<file path="src/rtl/spi_reg_pkg.sv">
package spi_reg_pkg;

  typedef enum logic [1:0] {
    XS_IDLE = 2'd0,
    XS_LOW  = 2'd1,
    XS_HIGH = 2'd2,
    XS_TAIL = 2'd3
  } xfer_state_t;

  localparam int unsigned WR_FLAG_POS = 1;

endpackage

</file>
<file path="src/rtl/spi_reg_tick.sv">
module spi_reg_tick #(
  parameter int unsigned CLK_DIV = 2
) (
  input  logic clk,
  input  logic rst,
  input  logic run,
  output logic tick
);
  localparam int unsigned CNT_W = (CLK_DIV > 1) ? $clog2(CLK_DIV) : 1;
  localparam logic [CNT_W-1:0] LAST = CNT_W'(CLK_DIV - 1);

  logic [CNT_W-1:0] cnt;

  assign tick = run && (cnt == LAST);

  always_ff @(posedge clk) begin
    if (rst || !run || tick) cnt <= '0;
    else                     cnt <= cnt + 1'b1;
  end

  a_r3_count_in_range: assert property (@(posedge clk) disable iff (rst)
    cnt <= LAST);

endmodule

</file>
<file path="src/rtl/spi_reg_shift.sv">
module spi_reg_shift #(
  parameter int unsigned FRAME_W = 16
) (
  input  logic               clk,
  input  logic               rst,
  input  logic               load,
  input  logic [FRAME_W-1:0] tx_word,
  input  logic               shift_en,
  input  logic               miso,
  output logic               mosi,
  output logic [FRAME_W-1:0] rx_word,
  output logic               last_bit
);
  localparam int unsigned IDX_W = $clog2(FRAME_W);

  logic [FRAME_W-1:0] tx_sr;
  logic [IDX_W-1:0]   left;

  assign mosi     = tx_sr[FRAME_W-1];
  assign last_bit = (left == '0);

  always_ff @(posedge clk) begin
    if (rst) begin
      tx_sr   <= '0;
      rx_word <= '0;
      left    <= '0;
    end else if (load) begin
      tx_sr   <= tx_word;
      rx_word <= '0;
      left    <= IDX_W'(FRAME_W - 1);
    end else if (shift_en) begin
      tx_sr   <= {tx_sr[FRAME_W-2:0], 1'b0};
      rx_word <= {rx_word[FRAME_W-2:0], miso};
      if (left != '0) left <= left - 1'b1;
    end
  end

  // the command MSB is on the line right after a load
  a_r2_msb_first: assert property (@(posedge clk) disable iff (rst)
    load |=> (mosi == $past(tx_word[FRAME_W-1])));

endmodule

</file>
<file path="src/rtl/spi_reg_seq.sv">
module spi_reg_seq
  import spi_reg_pkg::*;
(
  input  logic clk,
  input  logic rst,
  input  logic start,
  input  logic tick,
  input  logic last_bit,
  output logic busy,
  output logic cs_n,
  output logic sclk,
  output logic done,
  output logic load,
  output logic shift_en,
  output logic finish
);
  xfer_state_t state;

  assign load     = start && (state == XS_IDLE);
  assign shift_en = tick && (state == XS_HIGH);
  assign finish   = tick && (state == XS_TAIL);

  always_ff @(posedge clk) begin
    if (rst) begin
      state <= XS_IDLE;
      busy  <= 1'b0;
      cs_n  <= 1'b1;
      sclk  <= 1'b0;
      done  <= 1'b0;
    end else begin
      done <= 1'b0;
      unique case (state)
        XS_IDLE: if (start) begin
          state <= XS_LOW;
          busy  <= 1'b1;
          cs_n  <= 1'b0;
        end
        XS_LOW: if (tick) begin
          sclk  <= 1'b1;
          state <= XS_HIGH;
        end
        XS_HIGH: if (tick) begin
          sclk  <= 1'b0;
          state <= last_bit ? XS_TAIL : XS_LOW;
        end
        XS_TAIL: if (tick) begin
          cs_n  <= 1'b1;
          busy  <= 1'b0;
          done  <= 1'b1;
          state <= XS_IDLE;
        end
        default: state <= XS_IDLE;
      endcase
    end
  end

  a_r4_select_low_when_busy: assert property (@(posedge clk) disable iff (rst)
    busy |-> !cs_n);

  a_r7_idle_quiet: assert property (@(posedge clk) disable iff (rst)
    !busy |-> (cs_n && !sclk));

  a_r8_done_single: assert property (@(posedge clk) disable iff (rst)
    done |=> !done);

  a_r8_done_ends_busy: assert property (@(posedge clk) disable iff (rst)
    $rose(done) |-> ($fell(busy) && $rose(cs_n)));

endmodule

</file>
<file path="src/rtl/spi_reg_master.sv">
module spi_reg_master
  import spi_reg_pkg::*;
#(
  parameter int unsigned ADDR_W  = 5,
  parameter int unsigned DATA_W  = 8,
  parameter int unsigned CLK_DIV = 2
) (
  input  logic              clk,
  input  logic              rst,
  input  logic              start,
  input  logic              wr,
  input  logic [ADDR_W-1:0] reg_num,
  input  logic [DATA_W-1:0] wdata,
  output logic              busy,
  output logic              done,
  output logic [DATA_W-1:0] status,
  output logic [DATA_W-1:0] rdata,
  output logic              cs_n,
  output logic              sclk,
  output logic              mosi,
  input  logic              miso
);
  localparam int unsigned FRAME_W = 2 * DATA_W;
  localparam int unsigned LOW_W   = DATA_W - ADDR_W;
  localparam int unsigned CNT_W   = $clog2(FRAME_W + 1);

  logic              tick, last_bit, load, shift_en, finish;
  logic [DATA_W-1:0] cmd_byte, data_byte;
  logic [FRAME_W-1:0] rx_word;

  // register number on top, write flag at its fixed position
  always_comb begin
    cmd_byte = {reg_num, {LOW_W{1'b0}}};
    cmd_byte[WR_FLAG_POS] = wr;
  end
  // reads send zeros in the data byte
  assign data_byte = wr ? wdata : '0;

  spi_reg_tick #(.CLK_DIV(CLK_DIV)) u_tick (
    .clk(clk), .rst(rst), .run(busy), .tick(tick)
  );

  spi_reg_seq u_seq (
    .clk(clk), .rst(rst), .start(start), .tick(tick), .last_bit(last_bit),
    .busy(busy), .cs_n(cs_n), .sclk(sclk), .done(done),
    .load(load), .shift_en(shift_en), .finish(finish)
  );

  spi_reg_shift #(.FRAME_W(FRAME_W)) u_shift (
    .clk(clk), .rst(rst), .load(load), .tx_word({cmd_byte, data_byte}),
    .shift_en(shift_en), .miso(miso), .mosi(mosi),
    .rx_word(rx_word), .last_bit(last_bit)
  );

  // result registers updated at completion and held
  always_ff @(posedge clk) begin
    if (rst) begin
      status <= '0;
      rdata  <= '0;
    end else if (finish) begin
      status <= rx_word[FRAME_W-1:DATA_W];
      rdata  <= rx_word[DATA_W-1:0];
    end
  end

  // Checker state: SCLK rising edges within the current exchange
  logic             sclk_q;
  logic [CNT_W-1:0] rises;
  always_ff @(posedge clk) begin
    if (rst) begin
      sclk_q <= 1'b0;
      rises  <= '0;
    end else begin
      sclk_q <= sclk;
      if (load)               rises <= '0;
      else if (sclk && !sclk_q) rises <= rises + 1'b1;
    end
  end

  a_r2_sixteen_pulses: assert property (@(posedge clk) disable iff (rst)
    done |-> (rises == CNT_W'(FRAME_W)));

  a_r3_mosi_steady_high: assert property (@(posedge clk) disable iff (rst)
    sclk |-> $stable(mosi));

  a_r7_mosi_low_idle: assert property (@(posedge clk) disable iff (rst)
    !busy |-> !mosi);

endmodule

</file>
<file path="config.mk">
export PLATFORM = sky130hd
export DESIGN_NAME = spi_reg_master
export DESIGN_NICKNAME = d
export VERILOG_FILES = /design/src/rtl/spi_reg_pkg.sv /design/src/rtl/spi_reg_tick.sv /design/src/rtl/spi_reg_shift.sv /design/src/rtl/spi_reg_seq.sv /design/src/rtl/spi_reg_master.sv
export SDC_FILE = /design/constraint.sdc
export NUM_CORES = 1
export LEC_CHECK = 0
export BUFFER_PORTS_ARGS = -buffer_cell sky130_fd_sc_hd__buf_2
export CORE_ASPECT_RATIO = 0.6
export CORE_UTILIZATION = 54
export DETAILED_ROUTE_END_ITERATION = 7
export PLACE_DENSITY = 0.79
export SKIP_CTS_REPAIR_TIMING = 1
export SYNTH_ARGS = -nofsm -noshare
export SYNTH_HDL_FRONTEND = slang
export SYNTH_SLANG_ARGS = --single-unit
export TNS_END_PERCENT = 5
</file>
<file path="constraint.sdc">
create_clock -name clk -period 1.57 [get_ports clk]
set_input_delay 0.157 -clock clk [delete_from_list [all_inputs] [get_ports clk]]
set_output_delay 0.157 -clock clk [all_outputs]
set_load 0.05 [all_outputs]
</file>
### Word-level counts from Yosys, hierarchy flattened

Index checks and enable logic that the tools add are counted.

* flip-flop bits (word level): 59
* bits of input ports: 18

* add/sub/neg operators: 2
* equal/unequal tests: 7
* mux-type cells: 20
* bitwise gates (word level): 1
* reduce and logical (&&, ||, !) cells: 20

Operator list (number)
* $mux W16: 2
* $mux W4: 3
* $mux W2: 5
* $mux W8: 1
* $pmux W2 S4: 1
* $reduce_bool A2 Y1: 4
* $ne A2 B1 Y1 const B: 3
* $pmux W1 S2: 3
* $reduce_and A3 Y1: 2
* $mux W1: 5
* $eq A2 B2 Y1 const B: 2
* $logic_and A1 B1 Y1: 4
* $logic_not A4 Y1: 1
* $reduce_and A4 Y1: 1
* $reduce_bool A4 Y1: 1
* $reduce_or A2 Y1: 2
* $sub A4 B1 Y4 const B: 1
* $eq A2 B1 Y1 const B: 1
* $logic_not A2 Y1: 1
* $logic_or A1 B1 Y1: 2
* $ne A2 B2 Y1 const B: 1
* $reduce_and A2 Y1: 1
* $add A1 B1 Y1 const B: 1
* $logic_not A1 Y1: 1
* $not A1 Y1: 1

### Depth between registers and ports, before layout

Gate-level depths: netlist (run 1).

* depth in word-level cells: 4
* gate-level depth with buffers: 7
* mapped depth without buffers: 5

### Modules after synthesis

From an unflattened synthesis (run 1), not the netlist that was laid out.

* cell total of the unflattened synthesis: 258
* area, all modules: 2461.1 µm²

Modules (own cells, without submodules)
* spi_reg_shift: instances 1, cells an instance 164, area an instance 1519.0 µm²
* spi_reg_master: instances 1, cells an instance 61, area an instance 634.4 µm²
* spi_reg_seq: instances 1, cells an instance 30, area an instance 267.8 µm²
* spi_reg_tick: instances 1, cells an instance 3, area an instance 40.0 µm²

### Least setup slack after synthesis (run 1)

No wires, ideal clock.

* path type: register -> register
* from: reg u_seq.busy
* to: reg u_shift.left[2]
* library setup time: 0.074 ns
* data arrival time: 1.625 ns
* data required time: 1.496 ns
* path slack: -0.130 ns
* cell stages (with the launch flop): 5
* path buffers: 1
* cells stage by stage: dfxtp_1 -> buf_2 -> nand4b_4 -> or4_1 -> a31oi_1

* cells in the longest elaborated chain, start to end: 4

RTL lines
* start: declaration: line spi_reg_seq.sv:9 `output logic busy,`
* start signal: assignment: line spi_reg_seq.sv:26 `busy <= 1'b0;`
* start signal: assignment: line spi_reg_seq.sv:35 `busy <= 1'b1;`
* start signal: assignment: line spi_reg_seq.sv:48 `busy <= 1'b0;`
* $logic_and A1 B1 Y1: line spi_reg_tick.sv:14 `assign tick = run && (cnt == LAST);`
* $logic_and A1 B1 Y1: line spi_reg_seq.sv:20 `assign shift_en = tick && (state == XS_HIGH);`
* $reduce_bool A2 Y1 (no source line)
* $reduce_and A2 Y1 (no source line)
* end signal: assignment: line spi_reg_shift.sv:30 `left <= IDX_W'(FRAME_W - 1);`
* end signal: assignment: line spi_reg_shift.sv:34 `if (left != '0) left <= left - 1'b1;`
* end: declaration: line spi_reg_shift.sv:17 `logic [IDX_W-1:0] left;`

Every way passes these cells.
A chain may end at the register's enable or synchronous reset.

### Final worst setup path (run 1)

* from: reg u_seq.state[1]
* to: reg u_shift.tx_sr[3]

* cells in the longest elaborated chain, start to end: 3
* elaborated cells between the ends (all ways): 6
* those cells by class: eq/ne (1); mux (1); reduce/logical (4)

RTL lines
* start: declaration: line spi_reg_seq.sv:17 `xfer_state_t state;`
* start signal: assignment: line spi_reg_seq.sv:44 `state <= last_bit ? XS_TAIL : XS_LOW;`
* $eq A2 B2 Y1 or $logic_not A2 Y1 (tied branches): line spi_reg_seq.sv:20, spi_reg_seq.sv:19
* $logic_and A1 B1 Y1, on equally long branches: line spi_reg_seq.sv:20, spi_reg_seq.sv:19
* $reduce_bool A2 Y1 (no source line) or $mux W16 (tied branches)
* end signal: assignment: line spi_reg_shift.sv:28 `tx_sr <= tx_word;`
* end signal: assignment: line spi_reg_shift.sv:32 `tx_sr <= {tx_sr[FRAME_W-2:0], 1'b0};`
* end: declaration: line spi_reg_shift.sv:16 `logic [FRAME_W-1:0] tx_sr;`

Parallel ways exist; a longest one is shown, timed or not.

==> results of run 1 <==
-- sequential cells by signal, indices dropped and copies added, names as in the netlist --
register,cells
u_seq.busy,1
rdata,8
u_seq.done,1
u_seq.sclk,1
u_shift.rx_word,16
u_shift.left,4
u_seq.state,2
status,8
u_seq.cs_n,1
u_shift.tx_sr,16
u_tick.cnt,1
-- synthesized netlist by cell type, types with 3 or more instances --
library cell	number
a22o_1	16
o22ai_1	4
nand2_1	54
dfxtp_1	59
a21oi_1	30
nor2_1	4
buf_4	3
inv_1	3
buf_6	7
a311oi_1	10
nor3_1	10
nand3_1	4
buf_2	6
clkbuf_1	7
o21ai_0	3
-- layer usage --
metal	vias up	part of all wire	track usage
met5	-	0	0
met3	9	0.060	0.0850
met1	968	0.48	0.308
met4	0	0.016	0.108
li1	947	-	-
met2	54	0.44	0.394
-- layout make-up --
type,instances,area [um2],area share
Clock buffer,11,151,0.0551
Clock inverter,5,27.5,0.0100
Inverter,3,11.3,0.00410
Multi-Input combinational cell,158,940,0.342
Sequential cell,59,1180,0.431
Tap cell,57,71.3,0.0260
Timing Repair Buffer,51,363,0.132
-- cell families after synthesis --
kind of cell               share of synthesized area
and+or+nand+nor                                0.173
buffers and inverters                         0.0757
DFF                                            0.518
adders and majority gates                     0.0110
AOI/OAI and AO/OA                              0.222
-- through the flow --
step / worst slack, ns / hold WS [ns] / total power (uW) / utilization / setup TNS [ns]
5_1_grt: -0.00767 / 0.0505 / 3220 / 0.714 / -0.00767
4_1_cts: -0.0283 / 0.0492 / 3110 / 0.710 / -0.0283
2_1_floorplan: 0.0457 / 0.292 / 1810 / - / 0
3_3_place_gp: 0.126 / 0.408 / 1880 / 0.663 / 0
6_report: 0.0604 / 0.0555 / 3110 / 0.714 / 0
3_5_place_dp: 0.0718 / 0.414 / 1890 / 0.663 / 0
-- power by group --
part           switching [uW]  internal, uW  total, uW
Combinational             161           116        276
Sequential               44.8          1550       1590
Clock                     590           646       1240
Total                     796          2310       3110
-- how the worst min path moves through the flow --
stage,end,slack [ns]
after floorplan,u_shift.rx_word[0],0.29
after global routing,u_shift.rx_word[0],0.05
after global placement,u_shift.rx_word[0],0.41
final,u_shift.rx_word[0],0.06
after CTS,u_shift.rx_word[0],0.05
after detailed placement,u_shift.rx_word[0],0.41
-- worst register-to-register path: cells and delay by family (launching register included) --
kind / cells / cell delay [ns]
DFF: 1 / 0.38
buffers and inverters: 2 / 0.37
and+or+nand+nor: 2 / 0.38
AOI/OAI and AO/OA: 1 / 0.28
==> impl_metrics.json, run 1 <==
{
  "cp.arrival_ns": 1.76,
  "rsz0062_at_grt": "yes",
  "die_w_um": 85.9,
  "drive_gt1_frac": 0.261,
  "clock_latency_ns": 0.34,
  "drc": 0,
  "hold_start": "miso",
  "finalInstanceArea_mm2": 0.00275,
  "reg2reg_slack_ns": 0.06,
  "core_mm2": 0.00385,
  "die_h_um": 52.3,
  "cts_sinks": 59,
  "hold_path_class": "in2reg",
  "wire_per_inst_um": 14.6,
  "yosysWarnings": 0,
  "fin_crit_sh": 0.962,
  "worst_pin_slew_ns": 0.316,
  "die_area_mm2": 0.00449,
  "grt_usage": 0.248,
  "cts_made_buffers": 9,
  "port_buffers": 38,
  "cap_violations": 0,
  "status": "complete, no violations",
  "drtIter0Drc": 78,
  "wl_um": 5030,
  "placed_cells": 328,
  "p_leak_uw": 0.00113,
  "path_depth": 5,
  "io_pins": 39,
  "critPathKind": "reg2reg",
  "cts_tree": "done",
  "yosys.area.top_type_share": 0.518,
  "cts-root-buf": "clkbuf_8",
  "startpoint_type": "flop",
  "yosysSeqAreaShare": 0.518,
  "syn_area_per_cell_um2": 9.34,
  "synth_cell_types": 35,
  "crit_start": "u_seq.state[1]",
  "fin_skew_ns": 0.00645,
  "placed_area_mm2": 0.00255,
  "stdcell_count": 344,
  "grt_pass1_vias": 1747,
  "antenna_found_initial": 0,
  "grt_pass1_wl_um": 8210,
  "num_vias": 1978,
  "drtPass1Iterations": 5,
  "path_clk_slew_ns": 0.06,
  "setup_viol": 0,
  "vias_per_cell": 5.75,
  "htreeDepth": 3,
  "crit_path_cell_trace": "buf_4 > and4b_1 > buf_12 > nand2_1 > a311oi_2",
  "synth_cells": 244,
  "synthFlopType": "dfxtp_1",
  "synth_edf_count": 0,
  "dp_hpwl_um": 3090,
  "syn_nets": 264,
  "crit_fanout": 37,
  "diodes": 0,
  "ys_ff_latch": 59,
  "drv_slew": 0,
  "syn_area_mm2": 0.00228,
  "yosysTopAreaCell": "dfxtp_1",
  "peakVddDrop_uv": 808,
  "max_slew_margin": 0.789,
  "layout_min_cycle_time_ns": 1.51,
  "final_cell_mix": "dfxtp_1, nand2_1, buf_2",
  "worst_r2r_path_depth": 5,
  "finalHoldViolations": 0,
  "postRouteAntennaNets": 0,
  "crit_buf_inv": 2,
  "area_delta_synth_final_pct": 20.5,
  "max_stage_delay_ns": 0.38,
  "power_density_mw_per_mm2": 1130,
  "crit_slowest_cell": "dfxtp_1",
  "nNetsFinal": 302,
  "clock_path_buffers": 2,
  "gp_congestion": 0.798,
  "yosys-top-cells-area": "dfxtp_1, nand2_1, a21oi_1",
  "endpoint": "u_shift.tx_sr[3]",
  "crit_family": "flip-flops",
  "critPathCaptureType": "flop",
  "grt_max_degree": 38,
  "num_rows": 17,
  "async_flop_share": 0,
  "grt-ovfl-total": 0,
  "r2r-end": "u_shift.tx_sr[3]",
  "fmax_mhz": 662,
  "start_util": 0.592,
  "layout.cells.most_common": "dfxtp_1",
  "reg2reg_from": "u_seq.state[1]",
  "fill_cells": 304,
  "worstPathRequired_ns": 1.82,
  "holdPathStages": 3
}
No activity file was read; power rests on OpenSTA's default activity.
==> inputs of run 2 (changes only) <==
CORE_ASPECT_RATIO = 0.8   (was 0.6)
CORE_UTILIZATION = 55   (was 54)
PLACE_DENSITY = 0.8   (was 0.79)
SYNTH_HIERARCHICAL = 1   (was unset)
==> impl_metrics.json, run 2 <==
{
  "status": "complete, no violations",
  "peakVddDrop_uv": 675,
  "yosys.area.top_type_share": 0.480,
  "wire_per_inst_um": 12.3,
  "num_vias": 1821,
  "finalHoldViolations": 0,
  "fill_cells": 328,
  "nNetsFinal": 319,
  "die_w_um": 76.8,
  "syn_area_mm2": 0.00246,
  "fin_skew_ns": 0.00821,
  "postRouteAntennaNets": 0,
  "drtPass1Iterations": 4,
  "start_util": 0.582,
  "fin_crit_sh": 0.985,
  "crit_slowest_cell": "or3b_4",
  "critPathCaptureType": "flop",
  "yosysWarnings": 6,
  "drc": 0,
  "synth_edf_count": 0,
  "diodes": 0,
  "num_rows": 21,
  "setup_viol": 0,
  "synth.most_common_cell": "dfxtp_1",
  "final_cell_mix": "dfxtp_1, buf_2, nor2_1",
  "async_flop_share": 0,
  "synth_cells": 258,
  "yosysTopAreaCell": "dfxtp_1",
  "io_pins": 39,
  "startpoint_type": "flop",
  "worstPathRequired_ns": 1.83,
  "drtIter0Drc": 33,
  "power_density_mw_per_mm2": 1110,
  "cp.arrival_ns": 1.81,
  "layout_min_cycle_time_ns": 1.55,
  "gp_congestion": 0.777,
  "area_delta_synth_final_pct": 20.4,
  "grt-ovfl-total": 0,
  "rsz0062_at_grt": "yes",
  "netlist_top_cells_count": "dfxtp_1, nor2_1, mux2i_1",
  "holdPathStages": 3,
  "ys_ff_latch": 59,
  "grt_pass1_vias": 1574,
  "wl_um": 4450,
  "path_clk_slew_ns": 0.06,
  "die_area_mm2": 0.00475,
  "crit_fanout": 5,
  "yosysSeqAreaShare": 0.480,
  "layout.cells.most_common": "dfxtp_1",
  "syn_area_per_cell_um2": 9.54,
  "reg2reg_slack_ns": 0.02,
  "cap_violations": 0,
  "clock_latency_ns": 0.34,
  "drv_slew": 0,
  "grt_pass1_wl_um": 6970,
  "dp_hpwl_um": 2760,
  "die_h_um": 61.8,
  "drive_gt1_frac": 0.296,
  "port_buffers": 38,
  "clock_path_buffers": 2,
  "max_stage_delay_ns": 0.43,
  "cts_tree": "done",
  "cts_sinks": 59,
  "p_total_uw": 3290,
  "htreeDepth": 3,
  "cts_made_buffers": 9,
  "grt_usage": 0.195,
  "antenna_found_initial": 0,
  "yosys-top-cells-area": "dfxtp_1, mux2i_1, mux2_2",
  "fmax_mhz": 646,
  "vias_per_cell": 5.04,
  "synthFlopType": "dfxtp_1",
  "hold_ws_ns": 0.0641,
  "synth_cell_types": 38,
  "worst_r2r_path_depth": 5,
  "tns_ns": 0,
  "p_leak_uw": 0.00118,
  "core_mm2": 0.00423,
  "grt_max_degree": 32,
  "critPathKind": "reg2reg",
  "reg.largest.list": "u_shift/rx_word (16), u_shift/tx_sr (16)",
  "crit_path_cell_trace": "inv_1 > ha_1 > or3b_4 > a41o_1 > a21oi_1",
  "hold_path_class": "in2reg",
  "cts-root-buf": "clkbuf_8"
}
-- run 2: kinds of logic (layout without fill, tap and decap cells) --
logic type | after synthesis | count (layout) | share of synthesized area
simple gates | 94 | 94 | 0.177
other cells | 1 | 2 | 0.00152
compound gates | 32 | 32 | 0.0778
flops | 59 | 59 | 0.480
fa+ha+maj | 1 | 1 | 0.00508
mux | 48 | 48 | 0.203
buf+inv | 23 | 68 | 0.0554
-- run 2: stage by stage --
stage,area (um2),util,setup slack [ns],cells
final,2960,0.701,0.0230,361
after floorplan,2480,-,0.00202,259
after global routing,2960,0.701,-0.0287,361
after detailed placement,2720,0.644,0.0575,345
after CTS,2930,0.693,0.0487,360
after global placement,2720,0.644,0.0949,345
-- run 2: per-layer routing --
layer | vias to the layer above | global-route usage | share of wire
li1 | 941 | - | -
met1 | 835 | 0.235 | 0.48
met2 | 35 | 0.314 | 0.46
met3 | 10 | 0.0847 | 0.045
met4 | 0 | 0.0824 | 0.015
met5 | - | 0 | 0
-- run 2: final timing paths --
kind,from,to
worst max register to register,u_shift/left[0],u_shift/left[1]
worst min register to register,u_tick/cnt,u_tick/cnt
worst max-delay path,u_shift/left[0],u_shift/left[1]
worst min-delay path,reg_num[2],u_shift/tx_sr[13]
-- run 2: where the power goes --
group | switching, uW | total, uW | leakage [uW] | internal, uW
Clock | 555 | 1390 | 0.000107 | 834
Combinational | 187 | 308 | 0.000591 | 121
Sequential | 37.4 | 1590 | 0.000480 | 1550
Total | 780 | 3290 | 0.00118 | 2510
-- run 2: worst max-delay path: cells and delay by family, from the launching register on --
family | cells | cell delay [ns]
flip-flops | 1 | 0.33
AO/OA/AOI/OAI | 2 | 0.38
AND/OR/NAND/NOR | 1 | 0.43
buffers and inverters | 1 | 0.11
adder cells (fa/ha/maj) | 1 | 0.23
-- run 2: final cells by class --
type	instances	area [um2]	area share
clock buffer	15	208	0.0701
tap	57	71.3	0.0241
inverter	6	22.5	0.00760
sequential	59	1180	0.400
timing repair buffer	47	313	0.106
multi-input combinational	177	1160	0.393
==> inputs of run 3 (changes only) <==
PLACE_DENSITY = unset   (was 0.8)
PLACE_DENSITY_LB_ADDON = 0.1   (was unset)
==> impl_metrics.json, run 3 (synthesis results as in run 2) <==
{
  "num_vias": 1843,
  "seqPwrFrac": 0.475,
  "area_delta_synth_final_pct": 20.3,
  "placed_area_mm2": 0.00274,
  "cts-root-buf": "clkbuf_8",
  "core_mm2": 0.00423,
  "fmax_mhz": 670,
  "crit_start": "u_seq/busy",
  "intPower_uw": 2530,
  "drv_slew": 0,
  "gp_congestion": 0.744,
  "die_area_mm2": 0.00475,
  "grt_usage": 0.204,
  "worst_r2r_path_depth": 7,
  "drtPass1Iterations": 4,
  "setup_viol": 0,
  "die_w_um": 76.8,
  "power_density_mw_per_mm2": 1130,
  "critPathKind": "reg2reg",
  "fin_crit_sh": 0.950,
  "cp.arrival_ns": 1.71,
  "die_h_um": 61.8,
  "cts_made_buffers": 9,
  "io_pins": 39,
  "layout_min_cycle_time_ns": 1.49,
  "drc": 0,
  "layout.cells.most_common": "dfxtp_1",
  "diodes": 0,
  "start_util": 0.582,
  "cap_violations": 0,
  "fin_skew_ns": 0.00821,
  "vias_per_cell": 5.05,
  "hold_path_class": "in2reg",
  "num_rows": 21,
  "startpoint_type": "flop",
  "port_buffers": 38,
  "tns_ns": 0,
  "final_cell_mix": "dfxtp_1, buf_2, nor2_1",
  "p_clk_frac": 0.433,
  "status": "complete, no violations",
  "clock_path_buffers": 2,
  "dp_hpwl_um": 2910,
  "reg.largest.list": "u_shift/rx_word (16), u_shift/tx_sr (16)",
  "p_switching_uw": 806,
  "wl_um": 4350,
  "grt_max_degree": 27,
  "p_leak_uw": 0.00119,
  "critPathCaptureType": "flop",
  "fill_cells": 321,
  "swShare": 0.241,
  "nNetsFinal": 322,
  "seq_area_mm2": 0.00119,
  "holdPathStages": 3,
  "peakVddDrop_uv": 789,
  "antenna_found_initial": 0,
  "reg2reg_slack_ns": 0.08,
  "finalInstanceArea_mm2": 0.00296,
  "clock_latency_ns": 0.34,
  "cts_sinks": 59,
  "r2r-end": "u_shift/tx_sr[2]",
  "comb_power_share": 0.092,
  "postRouteAntennaNets": 0,
  "cts_tree": "done",
  "p_total_uw": 3340,
  "multi_input_area_mm2": 0.00116,
  "drive_gt1_frac": 0.312,
  "htreeDepth": 3,
  "hold_start": "reg_num[2]",
  "grt-ovfl-total": 0,
  "grt_pass1_vias": 1617,
  "wire_per_inst_um": 11.9,
  "finalHoldViolations": 0,
  "crit_fanout": 26,
  "grt_pass1_wl_um": 7170,
  "holdPathEnd": "u_shift/tx_sr[13]",
  "drtIter0Drc": 52,
  "reg2reg_from": "u_seq/busy",
  "path_clk_slew_ns": 0.06,
  "rsz0062_at_grt": "no",
  "worstPathRequired_ns": 1.79
}
==> run 3: cell type report <==
type / instances / area share
repair buffers: 50 / 0.103
clock buffers: 12 / 0.0558
clock inverters: 4 / 0.0156
inverters: 6 / 0.00760
multi-input cells: 177 / 0.393
flip-flops and latches: 59 / 0.401
well taps: 57 / 0.0241
==> run 3: power by group through the flow <==
| stage | clock network (uW) | registers [uW] | logic (uW) |
|---|---|---|---|
| 2_1_floorplan | 0 | 1660 | 180 |
| 3_3_place_gp | 0 | 1620 | 303 |
| 3_5_place_dp | 0 | 1620 | 307 |
| 4_1_cts | 1480 | 1580 | 308 |
| 5_1_grt | 1540 | 1590 | 341 |
| 6_report | 1440 | 1590 | 307 |
==> run 3: worst max path at each step <==
stage / slack (ns) / endpoint
2_1_floorplan: 0.002 / u_shift/tx_sr[9]
3_3_place_gp: 0.1 / u_shift/tx_sr[6]
3_5_place_dp: 0.03 / u_shift/left[3]
4_1_cts: 0.03 / u_shift/left[3]
5_1_grt: 0.005 / u_shift/rx_word[4]
6_report: 0.08 / u_shift/tx_sr[2]
==> run 3: metrics by stage <==
stage | cells | setup WS [ns] | util | hold slack, ns
floorplan | 259 | 0.00202 | - | 0.228
global placement | 349 | 0.0990 | 0.648 | 0.399
detailed placement | 349 | 0.0296 | 0.648 | 0.406
CTS | 365 | 0.0299 | 0.698 | 0.0425
global route | 365 | 0.00456 | 0.700 | 0.0638
finish | 365 | 0.0779 | 0.700 | 0.0574
==> run 3: critical path: stages (launching register included) <==
cell and delay, ns:
dfxtp_4 0.36, and2_4 0.15, nand2_2 0.07, nor2_4 0.12, buf_12 0.19, mux2_2 0.34
nand2_1 0.07, a21oi_1 0.06
==> run 3: layer usage <==
metal / global-route usage / vias up / wire length (um)
met5: 0 / - / 0
met4: 0.115 / 0 / 91
met3: 0.0847 / 11 / 193
met2: 0.321 / 28 / 1900
met1: 0.242 / 848 / 2160
li1: - / 956 / -
